**src/rtl/page_recorder_pkg.sv**
```systemverilog
package page_recorder_pkg;
  typedef struct packed {
    logic allocLoad;  // latch a new region
    logic restart;    // clear offset and fresh count
    logic commit;     // a page finished
    logic rec;        // recording state
  } recStrobe_t;
endpackage

```
**src/rtl/page_recorder_ctrl.sv**
```systemverilog
module page_recorder_ctrl
  import page_recorder_pkg::*;
(
  input  logic       clk,
  input  logic       rst_n,
  input  logic       recordEn,
  input  logic       allocWe,
  input  logic       pageBeat,
  input  logic       pageEnd,
  input  logic       allocZero,
  output logic       wrEn,
  output logic       isRecording,
  output recStrobe_t strobe
);
  typedef enum logic [1:0] {ST_RST, ST_STOP, ST_REC} recState_t;
  recState_t state;
  logic allocDirty;
  logic midPage;
  logic pageGood;
  logic goodNow;
  logic rec;

  assign rec = (state == ST_REC);
  assign isRecording = rec;
  assign goodNow = (midPage ? pageGood : 1'b1) && rec;
  assign wrEn = pageBeat && goodNow && !allocZero;

  always_comb begin
    strobe.rec       = rec;
    strobe.allocLoad = allocWe && (state == ST_STOP);
    strobe.restart   = (state == ST_STOP) && recordEn && (allocDirty || strobe.allocLoad);
    strobe.commit    = wrEn && pageEnd;
  end

  always_ff @(posedge clk) begin
    if (!rst_n) begin
      state      <= ST_RST;
      allocDirty <= 1'b1;
      midPage    <= 1'b0;
      pageGood   <= 1'b0;
    end else begin
      case (state)
        ST_RST:  state <= ST_STOP;
        ST_STOP: if (recordEn) state <= ST_REC;
        ST_REC:  if (!recordEn) state <= ST_STOP;
        default: state <= ST_STOP;
      endcase
      if (strobe.restart) allocDirty <= 1'b0;
      else if (strobe.allocLoad) allocDirty <= 1'b1;
      if (pageBeat) begin
        midPage  <= !pageEnd;
        pageGood <= goodNow && !pageEnd;
      end else if (midPage) begin
        pageGood <= pageGood && rec;
      end
    end
  end

  // a freeze request always leaves the recording state on the next edge
  p_freeze_r2: assert property (@(posedge clk) disable iff (!rst_n)
    (rec && !recordEn) |=> !isRecording);
endmodule

```
**src/rtl/page_recorder_dp.sv**
```systemverilog
module page_recorder_dp
  import page_recorder_pkg::*;
#(
  parameter int PAGE_AW = 21,
  parameter int SSN_W   = 64
) (
  input  logic                 clk,
  input  logic                 rst_n,
  input  recStrobe_t           strobe,
  input  logic [PAGE_AW-1:0]   allocFirst,
  input  logic [PAGE_AW:0]     allocCount,
  input  logic [SSN_W-1:0]     pageSsn,
  output logic                 allocZero,
  output logic [PAGE_AW-1:0]   wrPage,
  output logic [PAGE_AW-1:0]   lastPage,
  output logic [SSN_W-1:0]     lastSsn,
  output logic [PAGE_AW:0]     freshPages
);
  localparam int CW = PAGE_AW + 1;

  logic [PAGE_AW-1:0] regFirst;
  logic [CW-1:0]      regCount;
  logic [CW-1:0]      offset;
  logic [CW-1:0]      offsetInc;

  assign allocZero = (regCount == '0);
  assign offsetInc = offset + CW'(1);
  assign wrPage    = regFirst + offset[PAGE_AW-1:0];

  always_ff @(posedge clk) begin
    if (!rst_n) begin
      regFirst   <= '0;
      regCount   <= '0;
      offset     <= '0;
      freshPages <= '0;
      lastPage   <= '0;
      lastSsn    <= '0;
    end else begin
      if (strobe.allocLoad) begin
        regFirst <= allocFirst;
        regCount <= allocCount;
      end
      if (strobe.restart) begin
        offset     <= '0;
        freshPages <= '0;
      end else if (strobe.commit) begin
        offset     <= (offsetInc >= regCount) ? '0 : offsetInc;
        freshPages <= (freshPages >= regCount) ? regCount : freshPages + CW'(1);
        lastPage   <= wrPage;
        lastSsn    <= pageSsn;
      end
    end
  end

  p_offset_range_r4: assert property (@(posedge clk) disable iff (!rst_n)
    (strobe.rec && !allocZero) |-> (offset < regCount));
  p_fresh_sat_r5: assert property (@(posedge clk) disable iff (!rst_n)
    strobe.rec |-> (freshPages <= regCount));
  p_last_page_r6: assert property (@(posedge clk) disable iff (!rst_n)
    strobe.commit |=> (lastPage == $past(wrPage)));
  p_commit_nonzero_r7: assert property (@(posedge clk) disable iff (!rst_n)
    strobe.commit |-> !allocZero);
  p_alloc_hold_r8: assert property (@(posedge clk) disable iff (!rst_n)
    strobe.rec |=> ($stable(regFirst) && $stable(regCount)));
endmodule

```
**src/rtl/page_recorder.sv**
```systemverilog
module page_recorder
  import page_recorder_pkg::*;
#(
  parameter int PAGE_AW = 21,
  parameter int SSN_W   = 64
) (
  input  logic               clk,
  input  logic               rst_n,
  input  logic               recordEn,
  input  logic               allocWe,
  input  logic [PAGE_AW-1:0] allocFirst,
  input  logic [PAGE_AW:0]   allocCount,
  input  logic               pageBeat,
  input  logic               pageEnd,
  input  logic [SSN_W-1:0]   pageSsn,
  output logic               wrEn,
  output logic [PAGE_AW-1:0] wrPage,
  output logic               isRecording,
  output logic [PAGE_AW-1:0] lastPage,
  output logic [SSN_W-1:0]   lastSsn,
  output logic [PAGE_AW:0]   freshPages
);
  recStrobe_t strobe;
  logic       allocZero;

  page_recorder_ctrl u_ctrl (
    .clk(clk), .rst_n(rst_n), .recordEn(recordEn), .allocWe(allocWe),
    .pageBeat(pageBeat), .pageEnd(pageEnd), .allocZero(allocZero),
    .wrEn(wrEn), .isRecording(isRecording), .strobe(strobe)
  );

  page_recorder_dp #(.PAGE_AW(PAGE_AW), .SSN_W(SSN_W)) u_dp (
    .clk(clk), .rst_n(rst_n), .strobe(strobe),
    .allocFirst(allocFirst), .allocCount(allocCount), .pageSsn(pageSsn),
    .allocZero(allocZero), .wrPage(wrPage), .lastPage(lastPage),
    .lastSsn(lastSsn), .freshPages(freshPages)
  );
endmodule

```
**config.mk**
```make
export PLATFORM = sky130hd
export DESIGN_NAME = page_recorder
export DESIGN_NICKNAME = d
export VERILOG_FILES = /design/src/rtl/page_recorder_pkg.sv /design/src/rtl/page_recorder_ctrl.sv /design/src/rtl/page_recorder_dp.sv /design/src/rtl/page_recorder.sv
export SDC_FILE = /design/constraint.sdc
export NUM_CORES = 1
export LEC_CHECK = 0
export BUFFER_PORTS_ARGS = -buffer_cell sky130_fd_sc_hd__buf_2
export CORE_MARGIN = 10
export CORE_UTILIZATION = 30
export CTS_CLUSTER_DIAMETER = 120
export CTS_CLUSTER_SIZE = 12
export DETAILED_ROUTE_END_ITERATION = 6
export SETUP_SLACK_MARGIN = 0.1
export SLEW_MARGIN = 20
export SYNTH_ARGS = -nofsm -noshare
export SYNTH_HDL_FRONTEND = slang
export SYNTH_HIERARCHICAL = 1
export SYNTH_SLANG_ARGS = --single-unit
export TNS_END_PERCENT = 20
```
**constraint.sdc**
```tcl
create_clock -name clk -period 8.9 [get_ports clk]
set_input_delay 0.445 -clock clk [delete_from_list [all_inputs] [get_ports clk]]
set_output_delay 0.445 -clock clk [all_outputs]
set_load 0.01 [all_outputs]
```
==> summary.txt, run 1 <==
Outcome
  – Status: completed

Clock network
  – Maximum root-to-sink buffer count: 2
  – Worst skew pair latency: 0.45 ns
  – Cts repair resizes: 0
  – Sink Count: 177
  – Setup Fix Bufs, Post-CTS: 0
  – CTS Root Cell: clkbuf_16
  – CTS tree: done
  – Number of hold buffers added after cts: 0
  – Clock-pin slew on the worst setup and hold paths: 0.07 ns
  – H-tree depth: 4
  – CTS Buf Count: 17

Routing
  – Initial drt markers: 451
  – DR pass1 iterations: 5
  – Vias per std cell: 5.057
  – Wire per inst: 17.57 um
  – Vias: 9,240
  – DRC viols: 0
  – Drt total wl: 32,100 um
  – Final antenna-violating net count: 0

STA
  – Tcrit/Tclk final: 44.33%
  – Post-layout min period: 3.945 ns
  – Final hold vios: 0
  – Setup TNS Final: 0 ns
  – Max Freq: 253.5 MHz
  – Layout Skew: 0.01263 ns
  – RSZ-0062 raised after global routing: no
  – # setup viols final: 0
  – Slew headroom: 31.06%
  – Final slew viol count: 0
  – Worst-Margin Slew: 1.034 ns

Placement
  – # port buffers: 242
  – Hpwl dp: 23,210 um
  – GPL Wtd Cong: 0.8569
  – Cells after DPL: 1,795

Setup path
  – Critical Path Start: u_dp/offset[2]
  – Setup crit end kind: register
  – R2R Path End: u_dp/offset[13]
  – Arrival time worst endpoint: 4.33 ns
  – CP Launch Type: register
  – Worst Path Required: 9.28 ns
  – CP Class: reg2reg
  – Crit Path Max Fanout: 19
  – Crit path to: u_dp/offset[13]
  – Crit Reg-Reg Startpoint: u_dp/offset[2]
  – Reg2reg setup slack: 4.95 ns
  – Worst reg2reg path depth: 13

Logic synthesis
  – Syn avg cell area: 8.235 um2
  – Post-Syn Area: 0.009751 mm2
  – Syn nets: 1,365
  – Synth Warn #: 6
  – Cell count after synthesis: 1,184

Power and ir drop
  – Power per standard cell area: 147.3 mW/mm2
  – VDD IR max: 0.1301 mV
  – Pleak: 5.311 nW

Floorplanning
  – Overall die width: 200.3 um
  – Die span in y: 200.3 um
  – Core area: 0.03180 mm2
  – Die Area: 0.04011 mm2
  – I/O pins: 243
  – Row cnt: 65
  – Starting Density: 30.66%

Min path
  – Worst hold path class: in2reg

Global route
  – Overall fraction of global-route tracks in use: 15.43%
  – GRT overflow: 0
  – First-pass GRT wire length: 50,050 um
  – Largest net degree at the start of global routing: 101
  – Initial antenna violation count: 0
  – Vias in the first global route: 8,651

Job
  – Max-cap viol count: 0

Final layout
  – Fin nets: 1,560
  – Area grow syn2layout: 21.56%
  – Layout Utilization: 37.27%
  – Final std cells w/o fill: 1,827
  – Antenna Cells: 0
  – Share of layout cells above drive strength 1: 21.77%
-- worst min-delay path by stage --
stage / start / endpoint / slack (ns) / depth (start not counted)
2_1_floorplan: u_ctrl/allocDirty / u_ctrl/allocDirty / 0.44 / 2
3_3_place_gp: u_dp/lastPage[9] / u_dp/lastPage[9] / 0.44 / 2
3_5_place_dp: u_dp/lastPage[15] / u_dp/lastPage[15] / 0.44 / 2
4_1_cts: recordEn / u_ctrl/state[0] / 0.19 / 2
5_1_grt: recordEn / u_ctrl/state[0] / 0.20 / 2
6_report: recordEn / u_ctrl/state[0] / 0.21 / 2
-- report_power, final --
group	total [mW]	switching, mW	leakage (nW)	internal (mW)
Clock	0.732	0.366	0.258	0.366
Sequential	0.819	0.0135	1.43	0.805
Combinational	0.195	0.122	3.62	0.0728
Total	1.75	0.502	5.31	1.24
-- flip-flops by register name, indices dropped and copies added, names as in the netlist --
name,cells
u_dp/lastSsn,64
u_dp/freshPages,22
u_dp/offset,22
u_dp/regCount,22
u_dp/lastPage,21
u_dp/regFirst,21
u_ctrl/state,2
u_ctrl/allocDirty,1
u_ctrl/midPage,1
u_ctrl/pageGood,1
-- placed cells by master (no fill, tap or decap), drive strengths merged, types with 9 or more instances in the layout --
cell    count
a31oi      12
nor2       81
a21boi     76
ha         67
nand3      60
inv        43
xor2       13
nor4       15
nor3       17
dfxtp     177
mux2i      45
clkbuf     18
xnor2      26
and3       35
a41o       14
a21o       12
nand2     214
nor2b       9
nand4      31
buf       249
a21oi      33
o21ai      35
-- layout make-up --
type | count | area [um2]
Tap cell | 435 | 544.3
Timing Repair Buffer | 249 | 1266
Sequential cell | 177 | 3543
Multi-Input combinational cell | 897 | 5808
Inverter | 37 | 138.9
Clock inverter | 14 | 122.6
Fill cell | 3320 | 19950
Clock buffer | 18 | 429.2
-- per-layer routing --
layer	GRT usage, %	vias to the layer above	part of all wire (%)
met4	5.220	0	1.8
met1	19.46	4374	45
met2	25.75	247	48
met3	2.982	34	4.8
li1	-	4585	-
met5	0	-	0
-- worst max-delay path, cell delays in order (launching register included) --
cell      delay, ns
dfxtp_1        0.47
and4_1         0.27
and3_1         0.28
and3_1         0.31
and4_1         0.23
xor2_1         0.21
ha_1           0.28
nand4_1        0.12
inv_1          0.06
a221oi_1       0.31
o31ai_1        0.17
a21oi_2        0.71
o21ai_0        0.29
nor2_1         0.16
-- metrics by stage --
stage               total power, mW  hold WS, ns  area (um2)  worst slack [ns]
floorplan                    0.9523       0.4414        9751             5.809
global placement              1.029       0.4368       11300             5.041
detailed placement            1.031       0.4415       11300             5.007
CTS                           1.772       0.1920       11850             4.981
global route                  1.820       0.2023       11850             4.527
finish                        1.746       0.2111       11850             4.955
Note: power is estimated with default switching activity, not from simulation.
==> inputs of run 2 (changes only) <==
==> constraint.sdc (replaced) <==
create_clock -name clk -period 3.6 [get_ports clk]
set_input_delay 0.18 -clock clk [delete_from_list [all_inputs] [get_ports clk]]
set_output_delay 0.18 -clock clk [all_outputs]
set_load 0.01 [all_outputs]
==> run 2 against run 1 <==
  * Worst hold slack worse by 0.20 ns
  * Register-to-register slack lost 4.6 ns
  * Largest power group unchanged
  * Final area is 12% higher
  * Largest cell class unchanged
==> summary.txt, run 2 (synthesis results as in run 1) <==
Min path
  – Worst hold path class: in2reg
  – Hold_sp: allocCount[15]

Setup path
  – Crit Path Max Fanout: 7 (-12)
  – Worst Path Required: 3.42 ns (-5.86 ns)
  – Setup crit end kind: output port
  – Reg2reg setup slack: 0.32 ns (-4.63 ns)
  – Arrival time worst endpoint: 3.11 ns (-1.22 ns)
  – Crit Reg-Reg Startpoint: u_dp/offset[4]
  – CP Class: reg2out
  – Critical Path Start: u_dp/offset[2]
  – CP Launch Type: register

STA
  – Setup TNS Final: 0 ns (unchanged)
  – Slew headroom: 27.48% (-3.6 points)
  – Final hold vios: 0 (unchanged)
  – # setup viols final: 0 (unchanged)
  – Min Hold Slack: 0.01241 ns (-0.1987 ns)
  – RSZ-0062 raised after global routing: no
  – Layout Skew: 0.01503 ns (+0.002401 ns)
  – Post-layout min period: 3.294 ns
  – Tcrit/Tclk final: 91.50%
  – Worst-Margin Slew: 1.088 ns (+0.05360 ns)
  – Final slew viol count: 0 (unchanged)
  – Max Freq: 303.6 MHz

Final layout
  – Biggest register: u_dp/lastSsn
  – Final std cells w/o fill: 1,961 (+7.3%)
  – Area grow syn2layout: 35.54%
  – Max reg flops: 64 (unchanged)
  – Layout Utilization: 41.56% (+4.3 points)
  – Most common cell after layout, fill and taps aside: buf_2
  – Final instance area: 0.01322 mm2 (+12%)
  – Layout fillers: 3,213 (-3.2%)
  – Share of layout cells above drive strength 1: 21.72% (-0.048 points)
  – Most frequent cells in the layout: buf_2, nand2_1, dfxtp_1
  – Fin nets: 1,692 (+8.5%)

Job
  – Max-cap viol count: 0 (unchanged)

Routing
  – DR pass1 iterations: 4 (-1)
  – Vias per std cell: 4.928 (-2.6%)
  – DRC viols: 0 (unchanged)
  – Final antenna-violating net count: 0 (unchanged)
  – Wire per inst: 17.03 um (-3.0%)
  – Vias: 9,664 (+4.6%)
  – Initial drt markers: 624 (+38%)
  – Drt total wl: 33,400 um (+4.1%)

Outcome
  – Status: completed

Clock network
  – Worst skew pair latency: 0.45 ns (about the same)
  – CTS Buf Count: 17 (unchanged)
  – Sink Count: 177 (unchanged)
  – CTS Root Cell: clkbuf_16
  – H-tree depth: 4 (unchanged)
  – Maximum root-to-sink buffer count: 2 (unchanged)
  – CTS tree: done
  – Clock-pin slew on the worst setup and hold paths: 0.07 ns (about the same)

Global route
  – Routing usage on met3: 2.643% (-0.34 points)
  – First-pass GRT wire length: 52,810 um (+5.5%)
  – Met2 Usage GRT: 27.26% (+1.5 points)
  – GRT overflow: 0 (unchanged)
  – Overall fraction of global-route tracks in use: 16.19% (+0.76 points)
  – Initial antenna violation count: 2 (+2)
  – Largest net degree at the start of global routing: 66 (-35%)
  – Met1 usage: 20.45% (+0.98 points)
  – GR peak layer: met2
  – Vias in the first global route: 9,357 (+8.2%)

Floorplanning
  – Row cnt: 65 (unchanged)
  – Core area: 0.03180 mm2 (unchanged)
  – Overall die width: 200.3 um (unchanged)
  – Starting Density: 30.66% (unchanged)
  – I/O pins: 243 (unchanged)
  – Die span in y: 200.3 um (unchanged)
  – Die Area: 0.04011 mm2 (unchanged)

Placement
  – GPL Wtd Cong: 0.8612 (+0.50%)
  – DP Area: 0.01150 mm2 (+1.7%)
  – Hpwl dp: 24,040 um (+3.5%)
  – Cells after DPL: 1,818 (+1.3%)
  – # port buffers: 242 (unchanged)

Power and ir drop
  – Power per standard cell area: 349.4 mW/mm2 (+140%)
  – VDD IR max: 0.3195 mV (+150%)
  – Pleak: 5.935 nW (+12%)
run 2: cell types whose count changed in the layout (fill, tap and decap cells not counted), sizes merged:
cell / change
dlygate4sd3: +108
buf: +24
bufinv: +2
clkinvlp: -2
diode: +2
inv: +2
clkbuf: -1
clkinv: -1
run 2: cell type report:
type                    instances  area (um2)  area share [%]
diodes                          2       5.005         0.03787
clock buffers                  17       425.4           3.219
clock inverters                15       191.4           1.448
inverters                      37       138.9           1.051
multi-input cells             897        5814           43.99
flip-flops and latches        177        3545           26.82
well taps                     435       544.3           4.118
repair buffers                381        2552           19.31
run 2: repair_timing:
action / CTS / global route
setup endpoints to repair: 0 / 22
setup buffers: 0 / 1
resized for setup: 0 / 3
hold buffers: 108 / 0
endpoints found under the hold margin: 108 / 0
run 2: worst max-delay path, stage by stage (launching register included):
cell     delay, ns
dfxtp_1       0.32
buf_4         0.16
ha_1          0.34
nor2b_1       0.16
o31a_1        0.28
o41a_1        0.40
a31o_1        0.31
o221a_4       0.28
a21oi_2       0.15
xnor2_1       0.12
buf_2         0.16
run 2: through the flow:
stage                     worst slack [ns]  total power, mW
after floorplan                     0.5090            2.354
after global placement              0.3217            2.564
after detailed placement            0.2068            2.569
after CTS                           0.2055            4.677
after global routing               0.05759            4.821
final                               0.3058            4.618
run 2: path summary, 6_finish.rpt:
check,cells past startpoint,to
worst max register to register,12,u_dp/offset[19]
worst min-delay path,3,u_dp/regCount[15]
worst max-delay path,10,wrPage[20]
worst min register to register,2,u_dp/lastPage[9]
run 2: power breakdown:
part           switching [mW]  leakage, nW  internal, mW
Sequential             0.0318         1.43          1.99
Clock                   0.929        0.297          1.06
Combinational           0.327         4.21         0.277
run 2: layer usage:
metal	vias up	routed length [um]	share of wire, %
met1	4569	14970	45
met2	210	16390	49
met4	0	604	1.8
met3	28	1441	4.3
met5	-	0	0
li1	4857	-	-
